<file path="src/rtl/evp_uart.sv">
module evp_uart #(
  parameter int DIV_W = 8
) (
  input  logic       clk,
  input  logic       rst_n,
  input  logic       standby,
  input  logic       wr_en,
  input  logic [2:0] addr,
  input  logic [7:0] wdata,
  output logic [7:0] rdata,
  output logic       txd,
  input  logic       rxd,
  output logic       irq_txdone,
  output logic       irq_rxrdy
);
  localparam int OSR        = 16;
  localparam int MID        = OSR / 2 - 1;
  localparam int FRAME_BITS = 11;
  localparam logic [2:0] A_DIVBUF = 3'd0, A_LOAD = 3'd1, A_DATA = 3'd2,
                         A_STAT   = 3'd3, A_FLAG = 3'd4;

  logic [DIV_W-1:0] div_buf, div_act, bcnt;
  logic [7:0]  tx_buf, rx_data;
  logic        tx_full, tx_busy, rx_on, rx_arm, rx_perr, irq_tx, irq_rx;
  logic [10:0] tx_sh;
  logic [8:0]  rx_sh;
  logic [3:0]  tx_tc, tx_bit, rx_tc, rx_bit;
  logic        rx_m, rx_s;

  wire tick    = !standby && (bcnt == div_act);
  wire wr_data = wr_en && addr == A_DATA;
  wire wr_flag = wr_en && addr == A_FLAG;
  wire tx_done = tick && tx_busy && tx_tc == 4'(OSR - 1) && tx_bit == 4'(FRAME_BITS - 1);
  wire rx_mid  = tick && rx_on && rx_tc == 4'(MID);
  wire rx_done = rx_mid && rx_bit == 4'(FRAME_BITS - 1);

  assign txd        = tx_busy ? tx_sh[0] : 1'b1;
  assign irq_txdone = irq_tx;
  assign irq_rxrdy  = irq_rx;

  always_comb begin
    case (addr)
      A_DATA:  rdata = rx_data;
      A_STAT:  rdata = {6'b0, ~tx_full, rx_perr};
      A_FLAG:  rdata = {6'b0, irq_rx, irq_tx};
      default: rdata = 8'h00;
    endcase
  end

  always_ff @(posedge clk or negedge rst_n) begin
    if (!rst_n) begin
      div_buf <= '0;
      div_act <= '0;
      bcnt    <= '0;
    end else begin
      if (wr_en && addr == A_DIVBUF) div_buf <= DIV_W'(wdata);
      if (wr_en && addr == A_LOAD) begin
        div_act <= div_buf;
        bcnt    <= '0;
      end else if (!standby) begin
        bcnt <= tick ? '0 : bcnt + 1'b1;
      end
    end
  end

  always_ff @(posedge clk or negedge rst_n) begin
    if (!rst_n) begin
      tx_buf <= '0; tx_full <= 1'b0; tx_busy <= 1'b0;
      tx_sh  <= '1; tx_tc   <= '0;   tx_bit  <= '0;
    end else begin
      if (tick) begin
        if (!tx_busy && tx_full) begin
          tx_busy <= 1'b1;
          tx_sh   <= {1'b1, ^tx_buf, tx_buf, 1'b0};
          tx_tc   <= '0;
          tx_bit  <= '0;
          tx_full <= 1'b0;
        end else if (tx_busy) begin
          tx_tc <= tx_tc + 1'b1;
          if (tx_tc == 4'(OSR - 1)) begin
            tx_sh  <= {1'b1, tx_sh[10:1]};
            tx_bit <= tx_bit + 1'b1;
            if (tx_done) tx_busy <= 1'b0;
          end
        end
      end
      if (wr_data) begin
        tx_buf  <= wdata;
        tx_full <= 1'b1;
      end
    end
  end

  always_ff @(posedge clk or negedge rst_n) begin
    if (!rst_n) begin
      rx_m <= 1'b1; rx_s <= 1'b1;
      rx_on <= 1'b0; rx_arm <= 1'b0; rx_tc <= '0; rx_bit <= '0;
      rx_sh <= '0; rx_data <= '0; rx_perr <= 1'b0;
    end else begin
      rx_m <= rxd;
      rx_s <= rx_m;
      if (tick) begin
        if (!rx_on) begin
          if (rx_s) rx_arm <= 1'b1;
          else if (rx_arm) begin
            rx_on  <= 1'b1;
            rx_arm <= 1'b0;
            rx_tc  <= '0;
            rx_bit <= '0;
          end
        end else begin
          rx_tc <= rx_tc + 1'b1;
          if (rx_mid) begin
            if (rx_bit == 4'd0) begin
              if (rx_s) rx_on <= 1'b0;
              else      rx_bit <= 4'd1;
            end else if (rx_done) begin
              rx_on   <= 1'b0;
              rx_data <= rx_sh[7:0];
              rx_perr <= ^rx_sh;
            end else begin
              rx_sh  <= {rx_s, rx_sh[8:1]};
              rx_bit <= rx_bit + 1'b1;
            end
          end
        end
      end
    end
  end

  always_ff @(posedge clk or negedge rst_n) begin
    if (!rst_n) begin
      irq_tx <= 1'b0;
      irq_rx <= 1'b0;
    end else begin
      irq_tx <= tx_done | (irq_tx & ~(wr_flag & ~wdata[0]));
      irq_rx <= rx_done | (irq_rx & ~(wr_flag & ~wdata[1]));
    end
  end

  AST_BAUD_IN_RANGE: assert property (@(posedge clk) disable iff (!rst_n)
    bcnt <= div_act);
  AST_TX_START_LOW: assert property (@(posedge clk) disable iff (!rst_n)
    $rose(tx_busy) |-> !txd);
  AST_TX_BUF_DRAINED: assert property (@(posedge clk) disable iff (!rst_n)
    $rose(tx_busy) |-> $past(tx_full));
  AST_TXDONE_FROM_FRAME: assert property (@(posedge clk) disable iff (!rst_n)
    $rose(irq_tx) |-> $past(tx_busy) && $past(txd));
  AST_RXRDY_FROM_FRAME: assert property (@(posedge clk) disable iff (!rst_n)
    $rose(irq_rx) |-> $past(rx_on));
  AST_STANDBY_FREEZE: assert property (@(posedge clk) disable iff (!rst_n)
    standby |=> $stable(txd));
endmodule

</file>
<file path="config.mk">
export PLATFORM = sky130hd
export DESIGN_NAME = evp_uart
export DESIGN_NICKNAME = d
export VERILOG_FILES = /design/src/rtl/evp_uart.sv
export SDC_FILE = /design/constraint.sdc
export NUM_CORES = 1
export LEC_CHECK = 0
export BUFFER_PORTS_ARGS = -buffer_cell sky130_fd_sc_hd__buf_2
export CAP_MARGIN = 20
export CORE_MARGIN = 3
export CORE_UTILIZATION = 65
export CTS_BUF_LIST = sky130_fd_sc_hd__clkbuf_16
export CTS_CLUSTER_DIAMETER = 60
export CTS_CLUSTER_SIZE = 14
export DETAILED_ROUTE_END_ITERATION = 10
export MAX_ROUTING_LAYER = met4
export PLACE_DENSITY = 0.89
export SLEW_MARGIN = 20
export SYNTH_ARGS = -nofsm -noshare
export SYNTH_HDL_FRONTEND = slang
export SYNTH_SLANG_ARGS = --single-unit
</file>
<file path="constraint.sdc">
create_clock -name clk -period 6.19 [get_ports clk]
set_input_delay 0.3095 -clock clk [delete_from_list [all_inputs] [get_ports clk]]
set_output_delay 0.3095 -clock clk [all_outputs]
set_load 0.005 [all_outputs]
</file>
# Word-level counts from Yosys, hierarchy flattened
# Index checks and enable logic that the tools add are counted.
dict set report word_totals {
  reg_bits 85
  in_bits 16
  output_inout_bits 11
  wordCells 120
}
dict set report op_classes {
  addsub 5
  n_eq_ne 14
  muxes 36
  bitwise 14
  n_reduce_logical 31
}
# op count
set ops {}
lappend ops {{$mux 4} 13}
lappend ops {{$mux 11} 3}
lappend ops {{$mux 8} 3}
lappend ops {{$pmux 8 s3} 1}
lappend ops {{$add 4x1->4 const B} 4}
lappend ops {{$mux 1} 16}
lappend ops {{$eq 4x4->1 const B} 3}
lappend ops {{$logic_and 1x1->1} 12}
lappend ops {{$reduce_and 5->1} 2}
lappend ops {{$reduce_bool 2->1} 5}
lappend ops {{$reduce_xor 9->1} 1}
lappend ops {{$add 8x1->8 const B} 1}
lappend ops {{$eq 8x8->1} 1}
lappend ops {{$not 1->1} 8}
lappend ops {{$reduce_xor 8->1} 1}
lappend ops {{$eq 3x2->1 const B} 2}
lappend ops {{$reduce_and 2->1} 3}
lappend ops {{$reduce_and 3->1} 2}
lappend ops {{$reduce_and 6->1} 1}
lappend ops {{$and 1x1->1} 4}
lappend ops {{$eq 4x3->1 const B} 1}
lappend ops {{$logic_not 4->1} 1}
lappend ops {{$ne 2x1->1 const B} 2}
lappend ops {{$eq 3x1->1 const B} 1}
lappend ops {{7 further kinds} 9}

# Depth between registers and ports, before layout
# Gate-level depths: netlist (run 1).
dict set report depth {
  ltp_word 9
  mapped_depth 7
  depth_no_buf 7
}

# Worst setup path after synthesis (run 1)
# Ideal clock, no wire load.
dict set report synth_timing {
  path_kind {register to register}
  from {register bcnt[0]}
  to {register rx_sh[0]}
  setup_ns 0.125
  arrival_ns 2.041
  t_required_ns 6.065
  path_slack_ns 4.025
  path_stages_with_launch 6
  n_path_buf 0
  synth_period_minus_slack_ns 2.165
  path_cell_list {dfrtp_1 -> xor2_1 -> nor4_4 -> nand3_4 -> nor4_4 -> mux2_2}
}
dict set report synth_via {
  elab_chain_len 7
}
# element line
set synth_lines {}
lappend synth_lines {{start: declaration} 22} ;# logic [DIV_W-1:0] div_buf, div_act, bcnt;
lappend synth_lines {{start signal: assignment} 61} ;# bcnt <= tick ? '0 : bcnt + 1'b1;
lappend synth_lines {{$eq 8x8->1 (*)} 30} ;# wire tick = !standby && (bcnt == div_act);
lappend synth_lines {{$logic_and 1x1->1 (*)} 30}
lappend synth_lines {{$logic_and 1x1->1 (2 in series)} 34} ;# wire rx_mid = tick && rx_on && rx_tc == 4'(MID);
lappend synth_lines {{$logic_and 1x1->1} 35} ;# wire rx_done = rx_mid && rx_bit == 4'(FRAME_BITS - 1);
lappend synth_lines {{$not 1->1 (no line)} -}
lappend synth_lines {{$reduce_and 5->1 (no line) (*)} -}
lappend synth_lines {{end signal: assignment} 122} ;# rx_sh <= {rx_s, rx_sh[8:1]};
lappend synth_lines {{end: declaration} 26} ;# logic [8:0] rx_sh;
# Mark *: on every way between the ends. The rest lies on a longest branch, timed or not.
# A chain may end at the register's enable or synchronous reset.

# Worst setup path in the final report (run 1)
dict set report layout_timing {
  from {register bcnt[0]}
  to {register rx_sh[2]}
}
# The elaborated chain is that of the path after synthesis.

==> flow_metrics.py, run 1 <==
metrics = {
    "pwr": {
        "p_leak_nw": 2.07,
        "clockPowerShare": 0.318,
        "switchingPower_mw": 0.551,
        "powerDensity_mw_per_mm2": 384,
        "swShare": 0.312,
        "ir_drop_v": 0.000276,
        "power_mw": 1.77,
        "comb_power_share": 0.215,
        "p_int_mw": 1.22,
        "pwr-share-seq": 0.467,
    },
    "placed_design": {
        "post-place-ws_ns": 3.66,
        "place_area_sq_mm": 0.00426,
        "dp.final_hpwl_mm": 5.63,
        "gp_congestion": 0.809,
        "portBuffers": 26,
    },
    "clock_tree": {
        "htree_levels": 3,
        "cts_inserted_buffers": 9,
        "cts-resized-gates": 0,
        "clk_latency_ns": 0.34,
        "cts_max_path_buffers": 2,
        "clockRootBuffer": "clkbuf_16",
        "clk_pin_slew_ns": 0.06,
        "cts_setup_buffers": 0,
        "cts_tree": "done",
        "clock_sinks": 84,
    },
    "global_routing": {
        "grt_use_met1": 0.327,
        "track_usage": 0.264,
        "busiest_layer": "met2",
        "grt_max_degree": 85,
        "grt_overflow_total": 0,
        "grt_pass1_vias": 2894,
        "antenna_found_initial": 0,
        "use_met2": 0.424,
        "grtUsageMet3": 0.0680,
        "grt_pass1_wl_mm": 14.5,
    },
    "cells_and_area": {
        "finalInstanceArea_sq_mm": 0.00461,
        "drive_above_1_share": 0.279,
        "area_growth_pct": 12.9,
        "final_nets": 395,
        "num_antenna_cells": 0,
    },
    "setup_path": {
        "critPathKind": "reg2reg",
        "crit_chain": "xor2_1 > nor4_4 > nand3_4 > nor4_4 > mux2_2",
        "cp_slowest_stage_delay_ns": 0.69,
        "cp_slowest_cell": "nor4_4",
        "startpoint_type": "flip-flop",
        "ff2ff_path_depth": 5,
        "crit_fanout": 18,
        "r2r-start": "bcnt[0]",
        "worst-path-buf-inv": 0,
        "r2r_end": "rx_sh[2]",
        "r2r_setup_slack_ns": 3.57,
        "cp-end-kind": "flip-flop",
        "critPathRequiredTime_ns": 6.41,
        "worst_ep_arrival_time_ns": 2.84,
        "cpLargestDelayFamily": "simple AND/OR/NAND/NOR gates",
        "cp_common_cell": "nor4_4",
    },
    "floorplanning": {
        "core_region_area_sq_mm": 0.00599,
        "dieArea_sq_mm": 0.00726,
        "initial_core_util": 0.681,
        "rows": 28,
        "io_pins": 27,
        "fp.dieH_um": 85.2,
        "die_width_um": 85.2,
    },
    "yosys": {
        "synth_xor_xnor_area_share": 0.0623,
        "yosys_register_bits": 84,
        "yosys-top-cells-area": "dfrtp_1 44%, mux2_2 11%, dfstp_2 7.7%, xnor2_1 3.7%, xor2_1 2.6%",
        "synth.most_common_cell": "dfrtp_1",
        "yosysWarnings": 0,
        "async_flop_share": 1.00,
        "synth_fa_ha_area_frac": 0.0245,
        "synth_top_family_by_area": "simple AND/OR/NAND/NOR gates",
        "ys_seq_area_frac": 0.519,
        "avgSynthCellArea_sq_um": 11.9,
        "synth_top_cell_by_area": "dfrtp_1",
        "synth_fp_nets": 368,
        "synth-simple-area-share": 0.143,
        "syn_area_sq_mm": 0.00408,
        "synthTopCellsByCount": "72 x dfrtp_1, 41 x mux2_2, 19 x o21ai_0",
        "synthCells": 344,
        "synth_top_area_share": 0.442,
        "muxShareOfSynthArea": 0.124,
        "synth_edf_count": 0,
        "synthFlopType": "dfrtp_1",
        "synth-compound-area-share": 0.110,
        "ys_types": 48,
    },
    "sta": {
        "setup_tns_ns": 0,
        "finalHoldViolations": 0,
        "slew_headroom": 0.252,
        "finalCritPeriodShare": 0.424,
        "worstMarginPinSlew_ns": 1.12,
        "grt_setup_unrepaired": "false",
        "clock_skew_ns": 0.00552,
        "whs_ns": 0.0815,
        "setup_violations": 0,
        "min_period_ns": 2.62,
        "maxSlewViolCount": 0,
        "fmax_mhz": 381,
        "worst_slack_ns": 3.57,
    },
    "job": {
        "max-cap-violations": 0,
    },
    "outcome": {
        "outcome": "finished, final reports clean",
    },
    "min_path": {
        "hp-start": "rxd",
        "min_path_cells": 1,
        "min_to": "rx_m",
        "hold_path_class": "in2reg",
    },
    "detailed_routing": {
        "avgRoutedWirePerCell_um": 19.4,
        "remaining_drc_errors": 0,
        "via_per_inst": 6.43,
        "dr.pass1.iters": 4,
        "drtIter0Drc": 205,
        "via_count": 2899,
        "antenna_left": 0,
        "routed_wl_mm": 8.73,
    },
}
final cells by class:
type / count / area [sq um]
Timing Repair Buffer: 28 / 170
Multi-Input combinational cell: 241 / 1890
Tap cell: 75 / 93.8
Clock buffer: 9 / 225
Inverter: 7 / 26.3
Fill cell: 353 / 1390
Clock inverter: 7 / 85.1
Sequential cell: 84 / 2120
cell usage in the layout, fill, tap and decap left out, types with 2 or more instances in the layout:
master      n
nor2b_1     6
inv_1       9
or2_2       4
nand4_1     3
nand3_1    11
mux2_2     41
nand3b_1    3
o2bb2ai_1   9
ha_1        8
and2_1      8
o21ai_0    19
a22oi_1     9
a32o_1      2
a31oi_1     2
and3_1      4
nand4b_1    2
xnor2_1    17
xor2_1     12
and3b_1     2
clkbuf_16   9
buf_2      25
nor2_1     17
a21oi_1     7
mux2i_1     2
nand2b_1    7
mux2_1      2
bufinv_16   2
nor4_4      2
dfstp_2    12
o31ai_1     3
nand2_1    15
dfrtp_1    72
nor3_1      2
a22o_1      8
kinds of logic after synthesis:
family,after synthesis
AO/OA/AOI/OAI,64
XOR/XNOR,29
adder cells (fa/ha/maj),8
buffers and inverters,19
flip-flops,84
multiplexers,45
AND/OR/NAND/NOR,95
registers in the layout (all words and copies together) (netlist names), 4 cells and up:
signal   cells
bcnt         8
div_act      8
div_buf      8
rx_bit       4
rx_data      8
rx_sh        9
rx_tc        4
tx_bit       4
tx_buf       8
tx_sh       10
tx_tc        4
power groups by stage:
| stage | Sequential, mW | Combinational [mW] | Clock, mW |
|---|---|---|---|
| 2_1_floorplan | 0.761 | 0.327 | 0 |
| 3_3_place_gp | 0.818 | 0.343 | 0 |
| 3_5_place_dp | 0.825 | 0.364 | 0 |
| 4_1_cts | 0.822 | 0.377 | 0.563 |
| 5_1_grt | 0.841 | 0.418 | 0.589 |
| 6_report | 0.825 | 0.380 | 0.563 |
stage by stage:
stage	cells	util
floorplan	344	-
global placement	433	0.711
detailed placement	433	0.711
CTS	449	0.763
global route	451	0.769
finish	451	0.769
layer usage:
metal / part of all wire / up-vias
met4: 0.017 / 0
li1: - / 1299
met3: 0.048 / 15
met2: 0.51 / 84
met5: 0 / -
met1: 0.43 / 1501
worst max path at each step:
stage | start | endpoint | slack, ns | cells after the start
2_1_floorplan | bcnt[0] | rx_sh[0] | 4.02 | 5
3_3_place_gp | bcnt[0] | rx_sh[0] | 3.81 | 5
3_5_place_dp | bcnt[0] | rx_sh[2] | 3.66 | 5
4_1_cts | bcnt[0] | rx_sh[2] | 3.57 | 5
5_1_grt | bcnt[0] | rx_sh[2] | 3.42 | 5
6_report | bcnt[0] | rx_sh[2] | 3.57 | 5
repair_timing:
item / 4_1_cts / 5_1_grt
endpoints found under the hold margin: 0 / 27
hold buffers: 0 / 1
setup endpoints to repair: 0 / 0
No activity file was read; power rests on OpenSTA's default activity.
==> run 2: changes to the inputs <==
CORE_UTILIZATION = 54   (was 65)
PLACE_DENSITY = 0.79   (was 0.89)
clock period = 2.4 ns   (was 6.19 ns; I/O delays follow)
==> flow_metrics.py, run 2 (same netlist as run 1, synthesis figures left out) <==
metrics = {
    "setup_path": {
        "cp-end-kind": "flip-flop",
        "r2r_setup_slack_ns": 0.17,
        "r2r-start": "bcnt[0]",
        "ff2ff_path_depth": 5,
        "critPathRequiredTime_ns": 2.62,
        "cp_slowest_stage_delay_ns": 0.47,
        "crit_fanout": 8,
        "critPathKind": "reg2reg",
        "worst_ep_arrival_time_ns": 2.44,
        "cp_slowest_cell": "nor4_4",
        "r2r_end": "tx_tc[3]",
        "startpoint_type": "flip-flop",
        "crit_chain": "xor2_1 > nor4_4 > and3_1 > o21ai_0 > a22o_1",
    },
    "clock_tree": {
        "cts_inserted_buffers": 9,
        "cts_max_path_buffers": 2,
        "cts_tree": "done",
        "clk_pin_slew_ns": 0.06,
        "clk_latency_ns": 0.33,
        "htree_levels": 3,
        "clockRootBuffer": "clkbuf_16",
        "clock_sinks": 84,
    },
    "global_routing": {
        "use_met2": 0.318,
        "antenna_found_initial": 0,
        "grtUsageMet3": 0.0284,
        "grt_use_met1": 0.268,
        "grt_overflow_total": 0,
        "busiest_layer": "met2",
        "track_usage": 0.202,
        "grt_max_degree": 49,
        "grt_pass1_vias": 2786,
        "grt_pass1_wl_mm": 13.4,
    },
    "sta": {
        "fmax_mhz": 449,
        "setup_violations": 0,
        "finalHoldViolations": 0,
        "grt_setup_unrepaired": "false",
        "setup_tns_ns": 0,
        "clock_skew_ns": 0.00564,
        "slew_headroom": 0.593,
        "maxSlewViolCount": 0,
        "worstMarginPinSlew_ns": 0.604,
        "min_period_ns": 2.23,
        "finalCritPeriodShare": 0.928,
    },
    "floorplanning": {
        "initial_core_util": 0.559,
        "rows": 31,
        "fp.dieH_um": 92.9,
        "io_pins": 27,
        "dieArea_sq_mm": 0.00863,
        "core_region_area_sq_mm": 0.00729,
        "die_width_um": 92.9,
    },
    "detailed_routing": {
        "antenna_left": 0,
        "avgRoutedWirePerCell_um": 16.3,
        "drtIter0Drc": 109,
        "via_count": 2773,
        "via_per_inst": 5.72,
        "routed_wl_mm": 7.89,
        "dr.pass1.iters": 4,
        "remaining_drc_errors": 0,
    },
    "cells_and_area": {
        "regMostFlops": "tx_sh",
        "final_common_cell": "dfrtp_1",
        "biggestRegsByFlops": "tx_sh x10, rx_sh x9",
        "regArea_sq_mm": 0.00212,
        "drive_above_1_share": 0.301,
        "layout_common_cells": "72 x dfrtp_1, 41 x mux2_2, 25 x buf_2",
        "multi_input_area_sq_mm": 0.00189,
        "area_growth_pct": 15.1,
        "largest_reg_flops": 10,
        "filler_cell_count": 568,
        "num_antenna_cells": 0,
        "final_nets": 405,
    },
    "pwr": {
        "powerDensity_mw_per_mm2": 951,
        "p_leak_nw": 2.10,
        "ir_drop_v": 0.000469,
        "power_mw": 4.46,
    },
    "placed_design": {
        "gp_congestion": 0.772,
        "portBuffers": 26,
        "dp.final_hpwl_mm": 5.54,
    },
    "job": {
        "max-cap-violations": 0,
    },
    "outcome": {
        "outcome": "finished, final reports clean",
    },
    "min_path": {
        "hp-start": "wdata[5]",
        "min_to": "tx_buf[5]",
        "hold_path_class": "in2reg",
        "min_path_cells": 3,
    },
}
-- run 2: cell count changes in the layout (fill, tap and decap cells not counted), sizes merged --
cell         delta
buf             +9
bufinv          -1
clkinv          +1
dlygate4sd3     +1
-- run 2: power breakdown --
part	internal [mW]	leakage, nW	switching (mW)
combinational	0.499	0.908	0.510
sequential	1.76	1.05	0.319
clock	0.811	0.148	0.563
-- run 2: how the worst max path moves through the flow --
stage,from,end,slack (ns),depth (start not counted)
finish,bcnt[0],tx_tc[3],0.17,5
floorplan,bcnt[0],rx_sh[0],0.23,5
detailed placement,bcnt[0],rx_data[3],0.20,5
CTS,bcnt[0],rx_data[1],0.17,5
global placement,bcnt[0],rx_data[3],0.30,5
global route,bcnt[0],tx_bit[2],0.03,5
-- run 2: layout make-up --
class	count	share of cell area
sequential	84	0.451
multi-input combinational	241	0.402
timing repair buffer	38	0.0512
clock buffer	9	0.0480
tap	99	0.0264
clock inverter	7	0.0157
inverter	7	0.00560
-- run 2: metrics by stage --
step | utilization | instance area (sq um) | std cells | hold slack [ns] | setup WS (ns)
finish | 0.644 | 4690 | 485 | 0.0295 | 0.173
global route | 0.644 | 4690 | 485 | 0.0253 | 0.0285
CTS | 0.644 | 4690 | 485 | 0.0153 | 0.173
detailed placement | 0.600 | 4380 | 467 | 0.177 | 0.199
global placement | 0.600 | 4380 | 467 | 0.177 | 0.295
floorplan | - | 4080 | 344 | -0.176 | 0.235
-- run 2: worst max-delay path, delay by kind of cell (launching register included) --
| kind | cells | cell delay, ns |
|---|---|---|
| xor+xnor | 1 | 0.20 |
| flops | 1 | 0.44 |
| compound gates | 2 | 0.61 |
| simple gates | 2 | 0.87 |
-- run 2: what timing repair did --
item / in CTS / in global routing
endpoints found under the hold margin: 36 / 0
setup endpoints to repair: 0 / 0
hold buffers: 2 / 0
gates resized for setup: 0 / 0
buffers inserted: 0 / 0
-- run 2: metal layers --
metal	vias up	part of all wire	routed length (um)
li1	1315	-	-
met1	1395	0.47	3730
met2	52	0.48	3820
met3	11	0.028	217
met4	0	0.015	117
met5	-	0	0
